## config.mk

```make
export PLATFORM = sky130hd
export DESIGN_NAME = slow_sync_wrport
export DESIGN_NICKNAME = d
export VERILOG_FILES = /design/src/rtl/swp_pkg.sv /design/src/rtl/swp_tick_gen.sv /design/src/rtl/swp_hold.sv /design/src/rtl/swp_regbank.sv /design/src/rtl/slow_sync_wrport.sv
export SDC_FILE = /design/constraint.sdc
export NUM_CORES = 1
export LEC_CHECK = 0
export ABC_AREA = 0
export BUFFER_PORTS_ARGS = -buffer_cell sky130_fd_sc_hd__buf_2
export CAP_MARGIN = 40
export CORE_UTILIZATION = 45
export CTS_BUF_LIST = sky130_fd_sc_hd__clkbuf_4
export DETAILED_ROUTE_END_ITERATION = 10
export GPL_TIMING_DRIVEN = 0
export PLACE_DENSITY_LB_ADDON = 0.1
export SLEW_MARGIN = 10
export SYNTH_ARGS = -nofsm -noshare
export SYNTH_HDL_FRONTEND = slang
export SYNTH_SLANG_ARGS = --single-unit
export TNS_END_PERCENT = 50
```

## constraint.sdc

```tcl
create_clock -name clk_i -period 2.3 [get_ports clk_i]
set_clock_uncertainty 0.2 [all_clocks]
set_input_delay 0.115 -clock clk_i [delete_from_list [all_inputs] [get_ports clk_i]]
set_output_delay 0.115 -clock clk_i [all_outputs]
set_load 0.01 [all_outputs]
```

## src/rtl/swp_pkg.sv

```systemverilog
package swp_pkg;

    localparam int PEND_BIT = 14;
    localparam int DONE_BIT = 15;

    typedef enum logic [1:0] {
        ACC_SYNC = 2'd0,
        ACC_STAT = 2'd1,
        ACC_NONE = 2'd2
    } acc_kind_e;

    function automatic acc_kind_e addr_kind(input logic [31:0] addr, input int unsigned nregs);
        if (addr < nregs) begin
            return ACC_SYNC;
        end else if (addr == nregs) begin
            return ACC_STAT;
        end
        return ACC_NONE;
    endfunction

endpackage

```

## src/rtl/swp_tick_gen.sv

```systemverilog
module swp_tick_gen #(
    parameter int unsigned DIVIDE = 32768
) (
    input  logic clk_i,
    input  logic rst_i,
    input  logic raw_tick_i,
    input  logic pren_i,
    output logic tick_o
);
    localparam int unsigned CNT_W = (DIVIDE > 1) ? $clog2(DIVIDE) : 1;
    localparam logic [CNT_W-1:0] CNT_LAST = CNT_W'(DIVIDE - 1);

    typedef struct packed {
        logic [CNT_W-1:0] cnt;
        logic             tick;
    } tick_state_t;

    tick_state_t s_d, s_q;

    always_comb begin
        s_d      = s_q;
        s_d.tick = 1'b0;
        if (!pren_i) begin
            s_d.cnt  = '0;
            s_d.tick = raw_tick_i;
        end else if (raw_tick_i) begin
            if (s_q.cnt == CNT_LAST) begin
                s_d.cnt  = '0;
                s_d.tick = 1'b1;
            end else begin
                s_d.cnt = s_q.cnt + 1'b1;
            end
        end
    end

    always_ff @(posedge clk_i) begin
        if (rst_i) begin
            s_q <= '0;
        end else begin
            s_q <= s_d;
        end
    end

    assign tick_o = s_q.tick;

endmodule

```

## src/rtl/swp_hold.sv

```systemverilog
module swp_hold #(
    parameter int unsigned IDX_W  = 2,
    parameter int unsigned DATA_W = 32
) (
    input  logic              clk_i,
    input  logic              rst_i,
    input  logic              tick_i,
    input  logic              wr_sync_i,
    input  logic [IDX_W-1:0]  wr_idx_i,
    input  logic [DATA_W-1:0] wr_data_i,
    input  logic              clr_done_i,
    output logic              fire_o,
    output logic              pending_o,
    output logic              done_o,
    output logic              commit_o,
    output logic [IDX_W-1:0]  hold_idx_o,
    output logic [DATA_W-1:0] hold_data_o
);
    typedef struct packed {
        logic              pend;
        logic              done;
        logic              commit;
        logic [IDX_W-1:0]  idx;
        logic [DATA_W-1:0] data;
    } hold_state_t;

    hold_state_t s_d, s_q;
    logic        fire;

    assign fire = s_q.pend & tick_i;

    always_comb begin
        s_d        = s_q;
        s_d.commit = fire;
        if (fire) begin
            s_d.pend = 1'b0;
        end else if (!s_q.pend && wr_sync_i) begin
            s_d.pend = 1'b1;
            s_d.idx  = wr_idx_i;
            s_d.data = wr_data_i;
        end
        if (fire) begin
            s_d.done = 1'b1;
        end else if (clr_done_i) begin
            s_d.done = 1'b0;
        end
    end

    always_ff @(posedge clk_i) begin
        if (rst_i) begin
            s_q <= '0;
        end else begin
            s_q <= s_d;
        end
    end

    assign fire_o      = fire;
    assign pending_o   = s_q.pend;
    assign done_o      = s_q.done;
    assign commit_o    = s_q.commit;
    assign hold_idx_o  = s_q.idx;
    assign hold_data_o = s_q.data;

endmodule

```

## src/rtl/swp_regbank.sv

```systemverilog
module swp_regbank #(
    parameter int unsigned NUM_REGS = 4,
    parameter int unsigned IDX_W    = 2,
    parameter int unsigned DATA_W   = 32
) (
    input  logic              clk_i,
    input  logic              rst_i,
    input  logic              we_i,
    input  logic [IDX_W-1:0]  wr_idx_i,
    input  logic [DATA_W-1:0] wr_data_i,
    input  logic [IDX_W-1:0]  rd_idx_i,
    output logic [DATA_W-1:0] rd_data_o
);
    logic [DATA_W-1:0] regs_q [NUM_REGS];

    for (genvar g = 0; g < NUM_REGS; g++) begin : g_reg
        logic [DATA_W-1:0] val_d;

        always_comb begin
            val_d = regs_q[g];
            if (we_i && (wr_idx_i == IDX_W'(g))) begin
                val_d = wr_data_i;
            end
        end

        always_ff @(posedge clk_i) begin
            if (rst_i) begin
                regs_q[g] <= '0;
            end else begin
                regs_q[g] <= val_d;
            end
        end
    end

    always_comb begin
        rd_data_o = '0;
        for (int i = 0; i < NUM_REGS; i++) begin
            if (rd_idx_i == IDX_W'(i)) begin
                rd_data_o = regs_q[i];
            end
        end
    end

endmodule

```

## src/rtl/slow_sync_wrport.sv

```systemverilog
module slow_sync_wrport #(
    parameter int unsigned NUM_REGS = 4,
    parameter int unsigned ADDR_W   = 4,
    parameter int unsigned DATA_W   = 32,
    parameter int unsigned DIVIDE   = 32768,
    localparam int unsigned IDX_W   = (NUM_REGS > 1) ? $clog2(NUM_REGS) : 1
) (
    input  logic              clk_i,
    input  logic              rst_i,
    input  logic              raw_tick_i,
    input  logic              pren_i,
    input  logic              wr_en_i,
    input  logic [ADDR_W-1:0] wr_addr_i,
    input  logic [DATA_W-1:0] wr_data_i,
    input  logic [ADDR_W-1:0] rd_addr_i,
    output logic [DATA_W-1:0] rd_data_o,
    output logic              pending_o,
    output logic              complete_o,
    output logic              commit_o,
    output logic [IDX_W-1:0]  commit_addr_o,
    output logic [DATA_W-1:0] commit_data_o
);
    import swp_pkg::*;

    acc_kind_e         wr_kind, rd_kind;
    logic              tick_w;
    logic              fire_w;
    logic              clr_w;
    logic              wr_sync_w;
    logic [IDX_W-1:0]  hold_addr_w;
    logic [DATA_W-1:0] hold_data_w;
    logic [DATA_W-1:0] bank_rd;
    logic [DATA_W-1:0] stat_rd;

    assign wr_kind   = addr_kind(32'(wr_addr_i), NUM_REGS);
    assign rd_kind   = addr_kind(32'(rd_addr_i), NUM_REGS);
    assign wr_sync_w = wr_en_i && (wr_kind == ACC_SYNC);
    assign clr_w     = wr_en_i && (wr_kind == ACC_STAT) && wr_data_i[DONE_BIT];

    swp_tick_gen #(
        .DIVIDE (DIVIDE)
    ) u_tick (
        .clk_i      (clk_i),
        .rst_i      (rst_i),
        .raw_tick_i (raw_tick_i),
        .pren_i     (pren_i),
        .tick_o     (tick_w)
    );

    swp_hold #(
        .IDX_W  (IDX_W),
        .DATA_W (DATA_W)
    ) u_hold (
        .clk_i       (clk_i),
        .rst_i       (rst_i),
        .tick_i      (tick_w),
        .wr_sync_i   (wr_sync_w),
        .wr_idx_i    (wr_addr_i[IDX_W-1:0]),
        .wr_data_i   (wr_data_i),
        .clr_done_i  (clr_w),
        .fire_o      (fire_w),
        .pending_o   (pending_o),
        .done_o      (complete_o),
        .commit_o    (commit_o),
        .hold_idx_o  (hold_addr_w),
        .hold_data_o (hold_data_w)
    );

    swp_regbank #(
        .NUM_REGS (NUM_REGS),
        .IDX_W    (IDX_W),
        .DATA_W   (DATA_W)
    ) u_bank (
        .clk_i     (clk_i),
        .rst_i     (rst_i),
        .we_i      (fire_w),
        .wr_idx_i  (hold_addr_w),
        .wr_data_i (hold_data_w),
        .rd_idx_i  (rd_addr_i[IDX_W-1:0]),
        .rd_data_o (bank_rd)
    );

    always_comb begin
        stat_rd           = '0;
        stat_rd[PEND_BIT] = pending_o;
        stat_rd[DONE_BIT] = complete_o;
    end

    always_comb begin
        unique case (rd_kind)
            ACC_SYNC: rd_data_o = bank_rd;
            ACC_STAT: rd_data_o = stat_rd;
            default:  rd_data_o = '0;
        endcase
    end

    assign commit_addr_o = hold_addr_w;
    assign commit_data_o = hold_data_w;

endmodule

```

Yosys cells after proc, flatten, opt, wreduce, memory -nomap -nowiden
Memories as Yosys holds them, arrays and structs flattened.
Index checks and enable logic that the tools add are counted.
{ "totals": {"register_bits": 53, "ramBits": 128, "out_inout_bits": 69, "word_cells": 78, "memories": 1} }
{ "memory_table": {"columns": ["memory", "depth", "word_bits", "read_ports", "rd_clocked_by_memory_dff", "write_ports", "line_no", "rtl"], "rows": [
  ["u_bank.regs_q", 4, 32, 4, 0, 4, "swp_regbank.sv:14", "logic [DATA_W-1:0] regs_q [NUM_REGS];"]
]} }
{ "op_classes": {"addsub": 1, "order_cmp": 2, "n_eq_ne": 11, "mux": 32, "n_bitwise": 7, "reduce_logical": 17} }
{ "op_table": {"columns": ["cell", "count"], "rows": [
  ["32-bit 2-to-1 mux", 12],
  ["32-bit one-hot mux with 2 select lines", 1],
  ["15-bit by 1-bit adder with 15-bit output, second input constant", 1],
  ["15-bit == test, second input constant", 1],
  ["15-bit 2-to-1 mux", 1],
  ["1-bit 2-to-1 mux", 12],
  ["2-bit 2-to-1 mux", 6],
  ["2-bit by 1-bit == test with 1-bit output, second input constant", 4],
  ["2-bit == test, second input constant", 4],
  ["4-bit by 3-bit == test with 1-bit output, second input constant", 2],
  ["1-bit logical AND", 8],
  ["2-bit zero test", 4],
  ["4-bit by 3-bit less-than comparator with 1-bit output, second input constant", 2],
  ["1-bit OR", 4],
  ["2-bit OR reduction", 2],
  ["1-bit inverter", 2],
  ["2-bit AND reduction", 1],
  ["2-bit nonzero test", 1],
  ["1-bit AND", 1],
  ["1-bit zero test", 1]
]} }

Logic depth before layout (Yosys ltp)
{ "logic_depth": {"ltp_word": 9, "ltp_mapped": 6} }

Cells and area by module
Synthesis repeated with hierarchy kept, for this count alone.
{ "unflattened": {"cells_unflattened": 784, "area_unflattened_um2": 8693.3} }
{ "modules_own_cells": {"columns": ["module", "n_inst", "cells_per_inst", "area_per_inst_um2"], "rows": [
  ["swp_regbank", 1, 494, 5823.1],
  ["swp_hold", 1, 164, 1765.4],
  ["swp_tick_gen", 1, 82, 757.0],
  ["slow_sync_wrport", 1, 44, 347.8]
]} }

Worst setup path after synthesis
No wires, ideal clock.
{ "synth_timing": {"path_kind": "register -> register", "from": "reg u_hold.s_q (netlist bit u_hold.pending_o)", "to": "mem u_bank.regs_q[1][1]", "setup_ps": 132, "arrival_time_ps": 1363, "required_ps": 1968, "slack_ps": 605, "path_stages_with_launch": 7, "n_path_buf": 2, "cell_sequence": "dfxtp_1 -> nand2_1 -> or3_1 -> clkbuf_1 -> buf_2 -> nand2_1 -> a21oi_1"} }
{ "synth_lines": {"columns": ["element", "line_no", "rtl"], "rows": [
  ["start: declaration", "swp_hold.sv:27", "hold_state_t s_d, s_q;"],
  ["start signal: assignment", "swp_hold.sv:51", "s_q <= '0;"],
  ["start signal: assignment", "swp_hold.sv:53", "s_q <= s_d;"],
  ["end: declaration", "swp_regbank.sv:14", null]
]} }

Worst setup path after layout
{ "layout_timing": {"from": "in rd_addr_i[1]", "to": "out rd_data_o[2]"} }
{ "layout_via": {"elab_chain_cells": 6} }
{ "layout_rtl": {"columns": ["element", "line_no", "rtl"], "rows": [
  ["start: declaration", "slow_sync_wrport.sv:15", "input logic [ADDR_W-1:0] rd_addr_i,"],
  ["parallel branches: the longest is 5 deep, another holds 4-bit by 3-bit less-than comparator with 1-bit output", null, null],
  ["32-bit one-hot mux with 2 select lines (*)", "slow_sync_wrport.sv:90", "unique case (rd_kind)"],
  ["end: declaration", "slow_sync_wrport.sv:16", "output logic [DATA_W-1:0] rd_data_o,"]
]} }
Every way passes the cells marked *.

==> results.sh <==
export IMPL_grtUsageTotal=0.2679
export IMPL_power_density_nw_per_um2=611.6
export IMPL_drt_total_wl_um=21860
export IMPL_firstDrtPassIters=7
export IMPL_tightest_slew_ns=0.8150
export IMPL_first_global_vias=5967
export IMPL_initial_core_util=0.4638
export IMPL_clk_latency_ns=0.58
export IMPL_overflow=0
export IMPL_htreeDepth=4
export IMPL_core_area_um2=15940
export IMPL_seq_area_frac_synth=0.4900
export IMPL_combPwrFrac=0.065
export IMPL_tns_ns=0
export IMPL_syn_cell_area_um2=7395
export IMPL_post_drt_wl_per_cell_um=16.96
export IMPL_cts_clk_slew_worst_paths_ns=0.14
export IMPL_gp_congestion=0.7805
export IMPL_die_w_um=130.2
export IMPL_cp_required_ns=1.99
export IMPL_cts_tree="done"
export IMPL_period_needed_ns=2.184
export IMPL_ys_types=30
export IMPL_hold_viol=0
export IMPL_postRouteAntennaNets=0
export IMPL_die_y_um=130.2
export IMPL_portBuffers=109
export IMPL_cts_sinks=181
export IMPL_nets=1106
export IMPL_dr_first_iter_drc_count=447
export IMPL_clock_fmax_ghz=0.4580
export IMPL_grt_use_met1=0.3596
export IMPL_yosys_warnings=0
export IMPL_ys_ff_latch=181
export IMPL_syn_inst=886
export IMPL_use_met3=0.05084
export IMPL_vias_per_cell=5.184
export IMPL_grt_max_degree=17
export IMPL_gr_usage_met2=0.4315
export IMPL_nFillCells=1569
export IMPL_swShare=0.2385
export IMPL_cp_max_fo=10
export IMPL_areaGrowthSynthToFinish_pct=21.51
export IMPL_antenna_found_initial=1
export IMPL_cts_resized=0
export IMPL_vias=6682
export IMPL_worst_setup_path_type="input port to output pin"
export IMPL_relSlewSlack=0.4567
export IMPL_top_usage_layer="met2"
export IMPL_cts_buffers=17
export IMPL_ir_drop_mv=0.3161
export IMPL_whs_ns=0.09092
export IMPL_netlist_area_leader_share=0.4900
export IMPL_num_rows=46
export IMPL_finalSetupViolCount=0
export IMPL_dp_hpwl_um=14540
export IMPL_preCtsSetupSlack_ns=0.1583
export IMPL_maxCapViolations=0
export IMPL_cellLeakagePower_uw=0.003214
export IMPL_setup_slack_ns=0.1164
export IMPL_hold_buffers=44
export IMPL_post_cts_repair_setup_buffers=0
export IMPL_final_max_slew_viol_count=0
export IMPL_cp_start_kind="input port"
export IMPL_yosysTopAreaCell="dfxtp_1"
export IMPL_seq_power_share=0.582
export IMPL_fin_crit_sh=0.9494
export IMPL_die_area_um2=16950
export IMPL_drc=0
export IMPL_worstHoldPathType="input port to flip-flop"
export IMPL_cp_arrival_ns=1.87
export IMPL_syn_area_per_cell_um2=8.346
export IMPL_rsz0062_at_grt="no"
export IMPL_internal_power_uw=4185
export IMPL_synth_area_leaders="dfxtp_1 49%, nand2_1 17%, a21oi_1 11%"
export IMPL_io_pins=114
export IMPL_pwr_share_clk=0.353
export IMPL_syn_num_nets=932
export IMPL_switchingPower_uw=1311
export IMPL_cp_end_kind="output pin"
export IMPL_grt_pass1_wl_um=33170
export IMPL_drive_above_1_share=0.1912
export IMPL_ctsRootBufferMaster="clkbuf_4"
export IMPL_status="finished clean"
export IMPL_cts_max_path_buffers=2
==> cell families (layout without fill, tap and decap cells) <==
family,Yosys count,in the layout,synth area share
buffers and inverters,68,254,0.03909
muxes,32,32,0.09746
other,0,1,0
adders and majority gates,1,1,0.001692
and+or+nand+nor,422,422,0.2421
AOI/OAI and AO/OA,171,171,0.1166
xor gates and xnor gates,11,11,0.01303
DFF,181,181,0.4900
==> worst max-delay path: stages <==
cell and delay, ns:
clkbuf_1 0.34, clkbuf_1 0.67, mux4_2 0.40, nor2b_1 0.15, buf_2 0.18
==> cell usage in the layout (no fill, tap or decap), drive strengths merged <==
master and n:
nand3 5, diode 1, nand2 333, xnor2 8
clkbuf 60, or3b 1, nand2b 8, xor2 3
nor3b 1, clkinv 6, or3 3, nor3 5
dfxtp 181, nor4 6, o41ai 1, nor2b 31
or2 1, nor2 19, dlygate4sd3 44, inv 3
nand3b 1, a21o 1, mux4 32, and4 1
a21oi 169, clkinvlp 1, nand4 7, buf 136
bufinv 4, ha 1
==> area by class of cell <==
type,instances,area (um^2),share of cell area
Clock inverter,11,158.9,0.01769
Multi-Input combinational cell,637,3482,0.3876
Sequential cell,181,3623,0.4033
Timing Repair Buffer,155,1008,0.1122
Inverter,3,11.26,0.001253
Clock buffer,20,150.1,0.01671
Buffer,65,277.8,0.03091
Antenna cell,1,2.502,0.0002785
Tap cell,216,270.3,0.03008
==> flip-flops by register name, indices dropped and copies added, names as in the netlist <==
register	cells
u_bank.regs_q	128
u_hold.commit_o	1
u_hold.done_o	1
u_hold.hold_data_o	32
u_hold.hold_idx_o	2
u_hold.pending_o	1
u_tick.s_q	15
u_tick.tick_o	1
==> power groups by stage <==
stage / registers, uW / logic, uW / clock network, uW
3_5_place_dp: 3270 / 305 / 0
5_1_grt: 3200 / 387 / 2120
2_1_floorplan: 3260 / 149 / 0
4_1_cts: 3200 / 357 / 1970
3_3_place_gp: 3270 / 300 / 0
6_report: 3200 / 358 / 1940
==> per-layer routing <==
metal / part of all wire / wire [um]
met1: 0.45 / 9933
met2: 0.48 / 10380
met3: 0.050 / 1095
met4: 0.020 / 448
met5: 0 / 0
==> Yosys cell counts (all sizes together) <==
cell type,count
a21o,1
a21oi,169
and4,1
buf,25
clkbuf,40
dfxtp,181
ha,1
inv,3
mux4,32
nand2,333
nand2b,8
nand3,5
nand3b,1
nand4,7
nor2,19
nor2b,31
nor3,5
nor3b,1
nor4,6
o41ai,1
or2,1
or3,3
or3b,1
xnor2,8
xor2,3
==> worst paths after layout <==
| path | start | to | slack, ns | cells after the start |
|---|---|---|---|---|
| max | rd_addr_i[1] | rd_data_o[2] | 0.12 | 5 |
| min | wr_data_i[9] | u_hold.hold_data_o[9] | 0.09 | 4 |
| max reg2reg | u_tick.s_q[5] | u_tick.s_q[2] | 0.14 | 5 |
| min reg2reg | u_bank.regs_q[3][17] | u_bank.regs_q[3][17] | 0.26 | 2 |
==> per-stage QoR <==
stage,total power [uW],util,cells,cell area (um^2)
floorplan,3413,-,886,7395
global placement,3567,0.5150,1211,8210
detailed placement,3571,0.5164,1213,8233
CTS,5530,0.5634,1288,8982
global route,5707,0.5636,1289,8985
finish,5495,0.5636,1289,8985
Power figures use the tool's default switching activity.
